## src/rtl/pmedia_pkg.sv

```systemverilog
package pmedia_pkg;
  localparam int DATA_W = 64;
  localparam int BYTE_W = 8;
  localparam int WORD_W = 16;
  localparam int N_BYTE = DATA_W / BYTE_W;
  localparam int N_WORD = DATA_W / WORD_W;

  typedef enum logic [2:0] {
    OP_AVGB = 3'd0,
    OP_AVGW = 3'd1,
    OP_MAXSW = 3'd2,
    OP_MINSW = 3'd3,
    OP_MAXUB = 3'd4,
    OP_MINUB = 3'd5,
    OP_MULHUW = 3'd6,
    OP_ZERO = 3'd7
  } pmOp_e;

  typedef struct packed {
    logic load;
    logic selAvgB;
    logic selAvgW;
    logic selMaxSW;
    logic selMinSW;
    logic selMaxUB;
    logic selMinUB;
    logic selMulHi;
  } pmCtrl_t;
endpackage

```

## src/rtl/pmedia_ctrl.sv

```systemverilog
module pmedia_ctrl
  import pmedia_pkg::*;
(
  input  logic       clk,
  input  logic       rst,
  input  logic       inValid,
  input  logic [2:0] opSel,
  output pmCtrl_t    ctrl,
  output logic       outValid
);
  always_comb begin
    ctrl = '0;
    ctrl.load = inValid;
    unique case (pmOp_e'(opSel))
      OP_AVGB:   ctrl.selAvgB  = 1'b1;
      OP_AVGW:   ctrl.selAvgW  = 1'b1;
      OP_MAXSW:  ctrl.selMaxSW = 1'b1;
      OP_MINSW:  ctrl.selMinSW = 1'b1;
      OP_MAXUB:  ctrl.selMaxUB = 1'b1;
      OP_MINUB:  ctrl.selMinUB = 1'b1;
      OP_MULHUW: ctrl.selMulHi = 1'b1;
      default:   ;
    endcase
  end

  always_ff @(posedge clk) begin
    if (rst) outValid <= 1'b0;
    else     outValid <= inValid;
  end

  // valid follows the strobe by exactly one cycle
  a_r9_valid_follows: assert property (@(posedge clk) disable iff (rst)
    inValid |=> outValid);
  a_r9_no_spurious: assert property (@(posedge clk) disable iff (rst)
    !inValid |=> !outValid);
  // at most one operation path selected
  a_r8_onehot_sel: assert property (@(posedge clk) disable iff (rst)
    $onehot0({ctrl.selAvgB, ctrl.selAvgW, ctrl.selMaxSW, ctrl.selMinSW,
              ctrl.selMaxUB, ctrl.selMinUB, ctrl.selMulHi}));
endmodule

```

## src/rtl/pmedia_dp.sv

```systemverilog
module pmedia_dp
  import pmedia_pkg::*;
#(
  parameter int DW = DATA_W,
  parameter int BW = BYTE_W,
  parameter int WW = WORD_W
) (
  input  logic          clk,
  input  logic          rst,
  input  pmCtrl_t       ctrl,
  input  logic [DW-1:0] srcA,
  input  logic [DW-1:0] srcB,
  output logic [DW-1:0] result
);
  localparam int NB = DW / BW;
  localparam int NW = DW / WW;

  logic [DW-1:0] avgB, maxUB, minUB;
  logic [DW-1:0] avgW, maxSW, minSW, mulHi;
  logic [DW-1:0] nextRes;

  for (genvar i = 0; i < NB; i++) begin : g_byte
    logic [BW-1:0] a, b;
    logic [BW:0]   sum;
    assign a   = srcA[i*BW +: BW];
    assign b   = srcB[i*BW +: BW];
    assign sum = {1'b0, a} + {1'b0, b} + {{BW{1'b0}}, 1'b1};
    assign avgB[i*BW +: BW]  = sum[BW:1];
    assign maxUB[i*BW +: BW] = (a > b) ? a : b;
    assign minUB[i*BW +: BW] = (a < b) ? a : b;
  end

  for (genvar i = 0; i < NW; i++) begin : g_word
    logic [WW-1:0]   a, b;
    logic [WW:0]     sum;
    logic [2*WW-1:0] prod;
    logic            aGt;
    assign a    = srcA[i*WW +: WW];
    assign b    = srcB[i*WW +: WW];
    assign sum  = {1'b0, a} + {1'b0, b} + {{WW{1'b0}}, 1'b1};
    assign prod = {{WW{1'b0}}, a} * {{WW{1'b0}}, b};
    assign aGt  = $signed(a) > $signed(b);
    assign avgW[i*WW +: WW]  = sum[WW:1];
    assign maxSW[i*WW +: WW] = aGt ? a : b;
    assign minSW[i*WW +: WW] = aGt ? b : a;
    assign mulHi[i*WW +: WW] = prod[2*WW-1:WW];
  end

  always_comb begin
    nextRes = '0;
    if (ctrl.selAvgB)  nextRes = avgB;
    if (ctrl.selAvgW)  nextRes = avgW;
    if (ctrl.selMaxSW) nextRes = maxSW;
    if (ctrl.selMinSW) nextRes = minSW;
    if (ctrl.selMaxUB) nextRes = maxUB;
    if (ctrl.selMinUB) nextRes = minUB;
    if (ctrl.selMulHi) nextRes = mulHi;
  end

  always_ff @(posedge clk) begin
    if (rst)            result <= '0;
    else if (ctrl.load) result <= nextRes;
  end

  // result holds when nothing is loaded
  a_r9_hold: assert property (@(posedge clk) disable iff (rst)
    !ctrl.load |=> $stable(result));
  // code 7 (no path selected) loads zero
  a_r8_zero: assert property (@(posedge clk) disable iff (rst)
    (ctrl.load && !(ctrl.selAvgB | ctrl.selAvgW | ctrl.selMaxSW | ctrl.selMinSW |
      ctrl.selMaxUB | ctrl.selMinUB | ctrl.selMulHi)) |=> (result == '0));
  // unsigned byte max never below either operand in lane 0
  a_r5_max_bound: assert property (@(posedge clk) disable iff (rst)
    (ctrl.load && ctrl.selMaxUB) |=>
      (result[BW-1:0] >= $past(srcA[BW-1:0])) && (result[BW-1:0] >= $past(srcB[BW-1:0])));
  // byte average lies between lane 0 operands (no overflow)
  a_r1_no_overflow: assert property (@(posedge clk) disable iff (rst)
    (ctrl.load && ctrl.selAvgB && srcA[BW-1:0] <= srcB[BW-1:0]) |=>
      (result[BW-1:0] >= $past(srcA[BW-1:0])) && (result[BW-1:0] <= $past(srcB[BW-1:0])));
endmodule

```

## src/rtl/pmedia_alu.sv

```systemverilog
module pmedia_alu
  import pmedia_pkg::*;
(
  input  logic        clk,
  input  logic        rst,
  input  logic        inValid,
  input  logic [2:0]  opSel,
  input  logic [63:0] srcA,
  input  logic [63:0] srcB,
  output logic        outValid,
  output logic [63:0] result
);
  pmCtrl_t ctrl;

  pmedia_ctrl u_ctrl (
    .clk(clk), .rst(rst), .inValid(inValid), .opSel(opSel),
    .ctrl(ctrl), .outValid(outValid)
  );

  pmedia_dp #(.DW(64), .BW(BYTE_W), .WW(WORD_W)) u_dp (
    .clk(clk), .rst(rst), .ctrl(ctrl), .srcA(srcA), .srcB(srcB), .result(result)
  );

  // reset clears valid and result
  a_r10_reset: assert property (@(posedge clk)
    rst |=> (!outValid && result == '0));
endmodule

```

## config.mk

```make
export PLATFORM = sky130hd
export DESIGN_NAME = pmedia_alu
export DESIGN_NICKNAME = d
export VERILOG_FILES = /design/src/rtl/pmedia_pkg.sv /design/src/rtl/pmedia_ctrl.sv /design/src/rtl/pmedia_dp.sv /design/src/rtl/pmedia_alu.sv
export SDC_FILE = /design/constraint.sdc
export NUM_CORES = 2
export LEC_CHECK = 0
export BUFFER_PORTS_ARGS = -buffer_cell sky130_fd_sc_hd__buf_2
export CORE_MARGIN = 3
export CORE_UTILIZATION = 39
export DETAILED_ROUTE_END_ITERATION = 6
export HOLD_SLACK_MARGIN = 0.05
export PLACE_DENSITY = 0.59
export SLEW_MARGIN = 15
export SYNTH_ARGS = -nofsm -noshare
export SYNTH_HDL_FRONTEND = slang
export SYNTH_SLANG_ARGS = --single-unit
```

## constraint.sdc

```tcl
create_clock -name clk -period 7.3 [get_ports clk]
set_input_delay 0 -clock clk [delete_from_list [all_inputs] [get_ports clk]]
set_output_delay 0 -clock clk [all_outputs]
set_load 0.01 [all_outputs]
```

# Yosys cells after proc, flatten, opt, wreduce, memory -nomap -nowiden
# Cells that the tools add are included.
totals:
  out_inout_bits: 65
  input_bits: 134
  reg_bits: 65
  elab_cells: 95
op_classes:
  mux: 38
  n_eq_ne: 6
  n_reduce_logical: 1
  multipliers: 4
  order_cmp: 20
  n_addsub: 24
op_table:
  columns: ["operator", "n"]
  rows:
  - ["two-way mux 64 bit", 7]
  - ["multiplier 16 x 16 -> 32 bit", 4]
  - ["two-way mux 16 bit", 8]
  - ["two-way mux 8 bit", 16]
  - ["adder 8 x 8 -> 9 bit", 8]
  - ["adder 9 x 1 -> 9 bit, second input constant", 8]
  - ["adder 16 x 16 -> 17 bit", 4]
  - ["adder 17 x 1 -> 17 bit, second input constant", 4]
  - ["> comparator 16 bit", 4]
  - ["> comparator 8 bit", 8]
  - ["< comparator 8 bit", 8]
  - ["equality test 3 bit, second input constant", 3]
  - ["two-way mux 1 bit", 7]
  - ["equality test 3 x 2 -> 1 bit, second input constant", 2]
  - ["equality test 3 x 1 -> 1 bit, second input constant", 1]
  - ["zero test 3 bit", 1]

# Longest topological paths before layout
logic_depth:
  depth_word: 9
  ltp_mapped: 24
  depth_no_buf: 23

# Modules after synthesis
# A second synthesis with hierarchy kept.
hier_totals:
  hier_cells: 5446
  hier_area_um2: 44495.2
modules_own_cells:
  columns: ["module", "area_per_inst_um2", "cells_each", "seq_area_each_um2", "instances"]
  rows:
  - ["pmedia_dp", 44403.8, 5436, 1281.2, 1]
  - ["pmedia_ctrl", 91.3, 10, 20.0, 1]

# Worst setup path after synthesis
# OpenSTA, ideal clock, no wires.
synth_timing:
  path_type: "input port to flip-flop"
  startpoint: "input srcB[49]"
  endpoint: "register u_dp.result[63]"
  path_buffers: 2
  required_time_ns: 7.178
  arrival_time_ns: 5.984
  path_stages: 22
  slack_ns: 1.194
  setup_ns: 0.122
  path_cell_list: "clkbuf_1 > clkbuf_1 > nand2_1 > fa_1 > fa_1 > fa_1 > fa_1 > inv_1 > fa_1 > inv_1 > fa_1 > inv_1 > ha_1 > o21ai_0 > a21oi_1 > a221oi_1 > o21ai_0 > a31o_2 > o211a_1 > o21a_1 > o311a_1 > a221o_1"
synth_via:
  elab_chain_len: 8
  elab_cells_between_ends: 12
synth_rtl:
  columns: ["element", "line_no", "text"]
  rows:
  - ["from (decl)", "pmedia_alu.sv:9", "input logic [63:0] srcB,"]
  - ["adder 16 x 16 -> 17 bit", "pmedia_dp.sv:40", "assign sum = {1'b0, a} + {1'b0, b} + {{WW{1'b0}}, 1'b1};"]
  - ["adder 17 x 1 -> 17 bit", "pmedia_dp.sv:40", null]
  - ["two-way mux 64 bit", "pmedia_dp.sv:52", "if (ctrl.selAvgW) nextRes = avgW;"]
  - ["two-way mux 64 bit", "pmedia_dp.sv:53", "if (ctrl.selMaxSW) nextRes = maxSW;"]
  - ["two-way mux 64 bit", "pmedia_dp.sv:54", "if (ctrl.selMinSW) nextRes = minSW;"]
  - ["two-way mux 64 bit", "pmedia_dp.sv:55", "if (ctrl.selMaxUB) nextRes = maxUB;"]
  - ["two-way mux 64 bit", "pmedia_dp.sv:56", "if (ctrl.selMinUB) nextRes = minUB;"]
  - ["two-way mux 64 bit *", "pmedia_dp.sv:57", "if (ctrl.selMulHi) nextRes = mulHi;"]
  - ["to (signal assigned)", "pmedia_dp.sv:62", "else if (ctrl.load) result <= nextRes;"]
  - ["to (decl)", "pmedia_dp.sv:13", "output logic [DW-1:0] result"]
# Mark *: on every way between the ends. The rest lies on a longest branch, timed or not.
# A chain may end at the register's enable or synchronous reset.

# Final worst setup path
layout_timing:
  startpoint: "input srcA[23]"
  endpoint: "register u_dp.result[25]"
layout_via:
  elab_chain_len: 8
  elab_cells_between_ends: 12
layout_rtl:
  columns: ["element", "line_no", "text"]
  rows:
  - ["from (decl)", "pmedia_alu.sv:8", "input logic [63:0] srcA,"]
  - ["adder 16 x 16 -> 17 bit", "pmedia_dp.sv:40", null]
  - ["adder 17 x 1 -> 17 bit", "pmedia_dp.sv:40", null]
  - ["two-way mux 64 bit", "pmedia_dp.sv:52", null]
  - ["two-way mux 64 bit", "pmedia_dp.sv:53", null]
  - ["two-way mux 64 bit", "pmedia_dp.sv:54", null]
  - ["two-way mux 64 bit", "pmedia_dp.sv:55", null]
  - ["two-way mux 64 bit", "pmedia_dp.sv:56", null]
  - ["two-way mux 64 bit *", "pmedia_dp.sv:57", null]
# Marked as above.

==> results by group <==
Placement
  • I/O Buffers: 198
  • DP HPWL: 118000 µm
  • Final Wtd Congestion: 0.9181

Clock tree
  • Post-CTS Setup Repair Bufs: 0
  • Deepest clock path buffer count: 2
  • Post-cts gate resize count: 0
  • Clock tree sinks: 65
  • Htree depth: 3
  • CTS Buf Count: 9
  • TritonCTS clock tree: done
  • Post-CTS Hold Buffers: 0
  • Worst-Skew Late Latency: 0.40 ns
  • Clock-pin slew of the registers on the worst-case setup and hold paths: 0.08 ns
  • CTS root buffer: clkbuf_16

Setup path
  • Crit path buffers/inverters: 7
  • WP data required: 7.57 ns
  • Slowest CP cell: a221oi_1
  • Critical path class: primary input to register
  • Crit-path cells: buf_2 -> ha_1 -> inv_1 -> fa_1 -> inv_1 -> fa_1 -> inv_1 -> fa_1 -> inv_1 -> fa_1 -> fa_1 -> inv_1 -> fa_1 -> inv_1 -> ha_1 -> a21oi_1 -> nand2_1 -> a2111oi_0 -> o31ai_1 -> a221oi_1 -> or3b_2 -> a21oi_1 -> nor4_1 -> a311oi_1
  • CP max FO: 20
  • CP Data Arrival Time: 6.65 ns
  • Crit. End Element: register
  • Reg2Reg Depth: 3
  • Worst setup endpoint: u_dp.result[25]$_SDFFE_PP0P_
  • Worst r2r dst: u_dp.result[14]$_SDFFE_PP0P_
  • Crit. path cell count: 24
  • Critical Path Start Type: primary input
  • Largest stage delay, worst path: 0.58 ns
  • Critical path launch point: srcA[23]
  • Reg-to-reg startpoint: u_dp.result[14]$_SDFFE_PP0P_
  • Setup slack, reg-to-reg: 6.13 ns
  • Delay-heaviest family, CP: adder cells

Timing
  • Fin Setup TNS: 0 ns
  • Slew Limit Fails: 0
  • FMAX: 156.7 MHz
  • Worst Tran Pin Value: 1.210 ns
  • Fin crit period: 6.382 ns
  • Normalized max-slew margin: 0.1905
  • RSZ-0062 raised after global routing: false
  • Final Hold Fails: 0
  • Clk_skew: 0 ns
  • Finish-stage setup viols: 0
  • Period utilization: 0.8742

Synthesis
  • Synthesized instance count: 5437
  • Synthesized area per cell: 8.128 µm²
  • Mapped Nets: 6891
  • Synthesized area: 44190 µm²
  • Most used DFF post-synth: dfxtp_1
  • Synthesized flop and latch total: 65
  • Ys Warns: 0
  • Synth cell types: 95
  • FFs w/ async S/R, synth: 0
  • Sequential element share of the synthesized area: 0.02945
  • Number of flops mapped to enable cells by yosys: 0

Die
  • DIE WIDTH: 342.6 µm
  • Die height: 342.6 µm
  • I/O pin count: 199
  • Rows: 122
  • Starting Density: 0.3960
  • Core area: 111600 µm²
  • Die area: 117400 µm²

Detailed routing
  • Detailed Routing Iterations Pass 1: 7
  • DRC: 11
  • Final wirelength: 153600 µm
  • Wire per inst: 22.26 µm
  • Vias per cell: 5.597
  • Antenna-violating nets left: 0
  • DRT iter0 DRCs: 3112
  • Vias: 38620

Cells and area
  • Fillers: 11380
  • Share of cells above drive strength 1: 0.06617
  • Area grow syn2layout: 5.688%
  • Multi-input logic area: 37760 µm²
  • Final nets: 6859
  • Most common cell after layout, fill and taps aside: inv_1
  • Storage cell area: 1301 µm²
  • Most frequent cells in the layout: inv_1, fa_1, nand2_1

Power and ir drop
  • Share of total power in sequential cells: 0.028
  • Comb power frac: 0.943
  • Clock share of power: 0.029
  • Power Density: 381.9 nW/µm²
  • Lkg Pwr: 23.62 nW
  • Overall Power: 0.01783 W
  • Net Sw Frac: 0.5854
  • Psw: 0.01044 W
  • Internal: 0.007394 W
  • Maximum VDD drop: 0.4503 mV

Flow run
  • MaxCap Viol Count: 0

Worst hold path
  • Hold crit path type: primary input to register

Global routing
  • All-Layer GR Usage: 0.2622
  • Grt ovf: 0
  • First-pass GRT wire length: 238300 µm
  • Vias in the first global route: 40030
  • Initial antenna violation count: 8
  • Largest net degree at the start of global routing: 52

Status
  • Failing checks: design-rule violations
  • Status: finished, violations left
==> registers in the layout (all words and copies together), names as in the netlist <==
signal / count
u_ctrl.outValid: 1
u_dp.result: 64
==> area by class of cell <==
type                            count  area share
Multi-Input combinational cell   4004      0.8084
Inverter                         1060     0.08519
Tap cell                         1488     0.03986
Timing Repair Buffer              265     0.03209
Sequential cell                    65     0.02786
Clock buffer                        9    0.004822
Clock inverter                      7    0.001661
Antenna cell                        2   0.0001072
==> cells in the mapped netlist, types with 11 or more instances <==
cell type	instances	share of area
o221ai_1	41	0.0081
o21a_1	17	0.0029
mux2i_1	99	0.022
nor2_1	327	0.028
o22ai_1	21	0.0030
o211ai_1	19	0.0032
and2_1	315	0.045
a311oi_1	22	0.0044
a211o_1	12	0.0024
ha_1	540	0.15
a2111oi_0	14	0.0028
nand2b_1	15	0.0021
nand2_1	670	0.057
a221oi_1	39	0.0077
o31ai_1	27	0.0046
xnor2_1	62	0.012
o311ai_0	11	0.0022
mux2_2	23	0.0059
a21oi_1	243	0.028
nand3_1	57	0.0065
xor2_1	36	0.0071
a31oi_1	17	0.0024
clkbuf_1	288	0.024
or2_2	16	0.0023
o21ai_0	194	0.022
fa_1	780	0.35
a21o_1	43	0.0073
o21bai_1	26	0.0044
dfxtp_1	65	0.029
or3_1	14	0.0020
nor4_1	11	0.0016
a211oi_1	44	0.0075
nand4_1	24	0.0034
inv_1	1053	0.089
nor2b_1	16	0.0023
nor3_1	57	0.0065
==> power groups by stage <==
stage	clock [W]	sequential [W]	combinational, W
after detailed placement	0	0.000507	0.0166
after global placement	0	0.000508	0.0164
after global routing	0.000531	0.000503	0.0190
after CTS	0.000525	0.000500	0.0168
after floorplan	0	0.000493	0.0120
final	0.000519	0.000499	0.0168
==> worst reg2reg max path: stages (launching register included) <==
cell	delay [ns]
dfxtp_1	0.41
nand2_1	0.08
a221oi_1	0.45
o21bai_1	0.17
==> routing by layer <==
layer  vias to the layer above  routed length [µm]  track usage
met5                         -                  40            0
met4                         6                5460      0.08157
met3                       283               12700      0.04037
met2                      1666               70260       0.4254
met1                     19370               65150       0.3594
li1                      17290                   -            -
==> cell families (layout without fill, tap and decap cells) <==
kind of cell	after synthesis	count (layout)	share of synthesized area
compound gates	898	898	0.1345
xor+xnor	100	100	0.02041
fa+ha+maj	1320	1320	0.5062
buf+inv	1368	1341	0.1171
flops	65	65	0.02945
mux	126	126	0.02953
other cells	0	2	0
simple gates	1560	1560	0.1627
==> through the flow <==
| step | hold slack, ns | instance area [µm²] | util | std cells | setup WS, ns |
|---|---|---|---|---|---|
| after floorplan | 0.1883 | 44190 | - | 5437 | 1.194 |
| final | 0.07203 | 46700 | 0.4186 | 6900 | 0.9181 |
| after global placement | 0.4351 | 46400 | 0.4158 | 6882 | 0.5919 |
| after CTS | 0.05626 | 46700 | 0.4185 | 6898 | 0.9275 |
| after global routing | 0.1140 | 46700 | 0.4185 | 6899 | 0.4481 |
| after detailed placement | 0.4369 | 46400 | 0.4158 | 6882 | 0.5031 |
==> how the worst min path moves through the flow <==
stage | start | to | slack, ns | cells after the start
detailed placement | u_dp.result[48]$_SDFFE_PP0P_ | u_dp.result[48]$_SDFFE_PP0P_ | 0.44 | 2
global placement | u_dp.result[11]$_SDFFE_PP0P_ | result[11] | 0.44 | 1
finish | srcB[39] | u_dp.result[39]$_SDFFE_PP0P_ | 0.07 | 3
global route | srcA[39] | u_dp.result[39]$_SDFFE_PP0P_ | 0.11 | 3
CTS | srcB[39] | u_dp.result[39]$_SDFFE_PP0P_ | 0.06 | 3
floorplan | inValid | u_ctrl.outValid$_SDFF_PP0_ | 0.19 | 2
No activity file was read; power rests on OpenSTA's default activity.
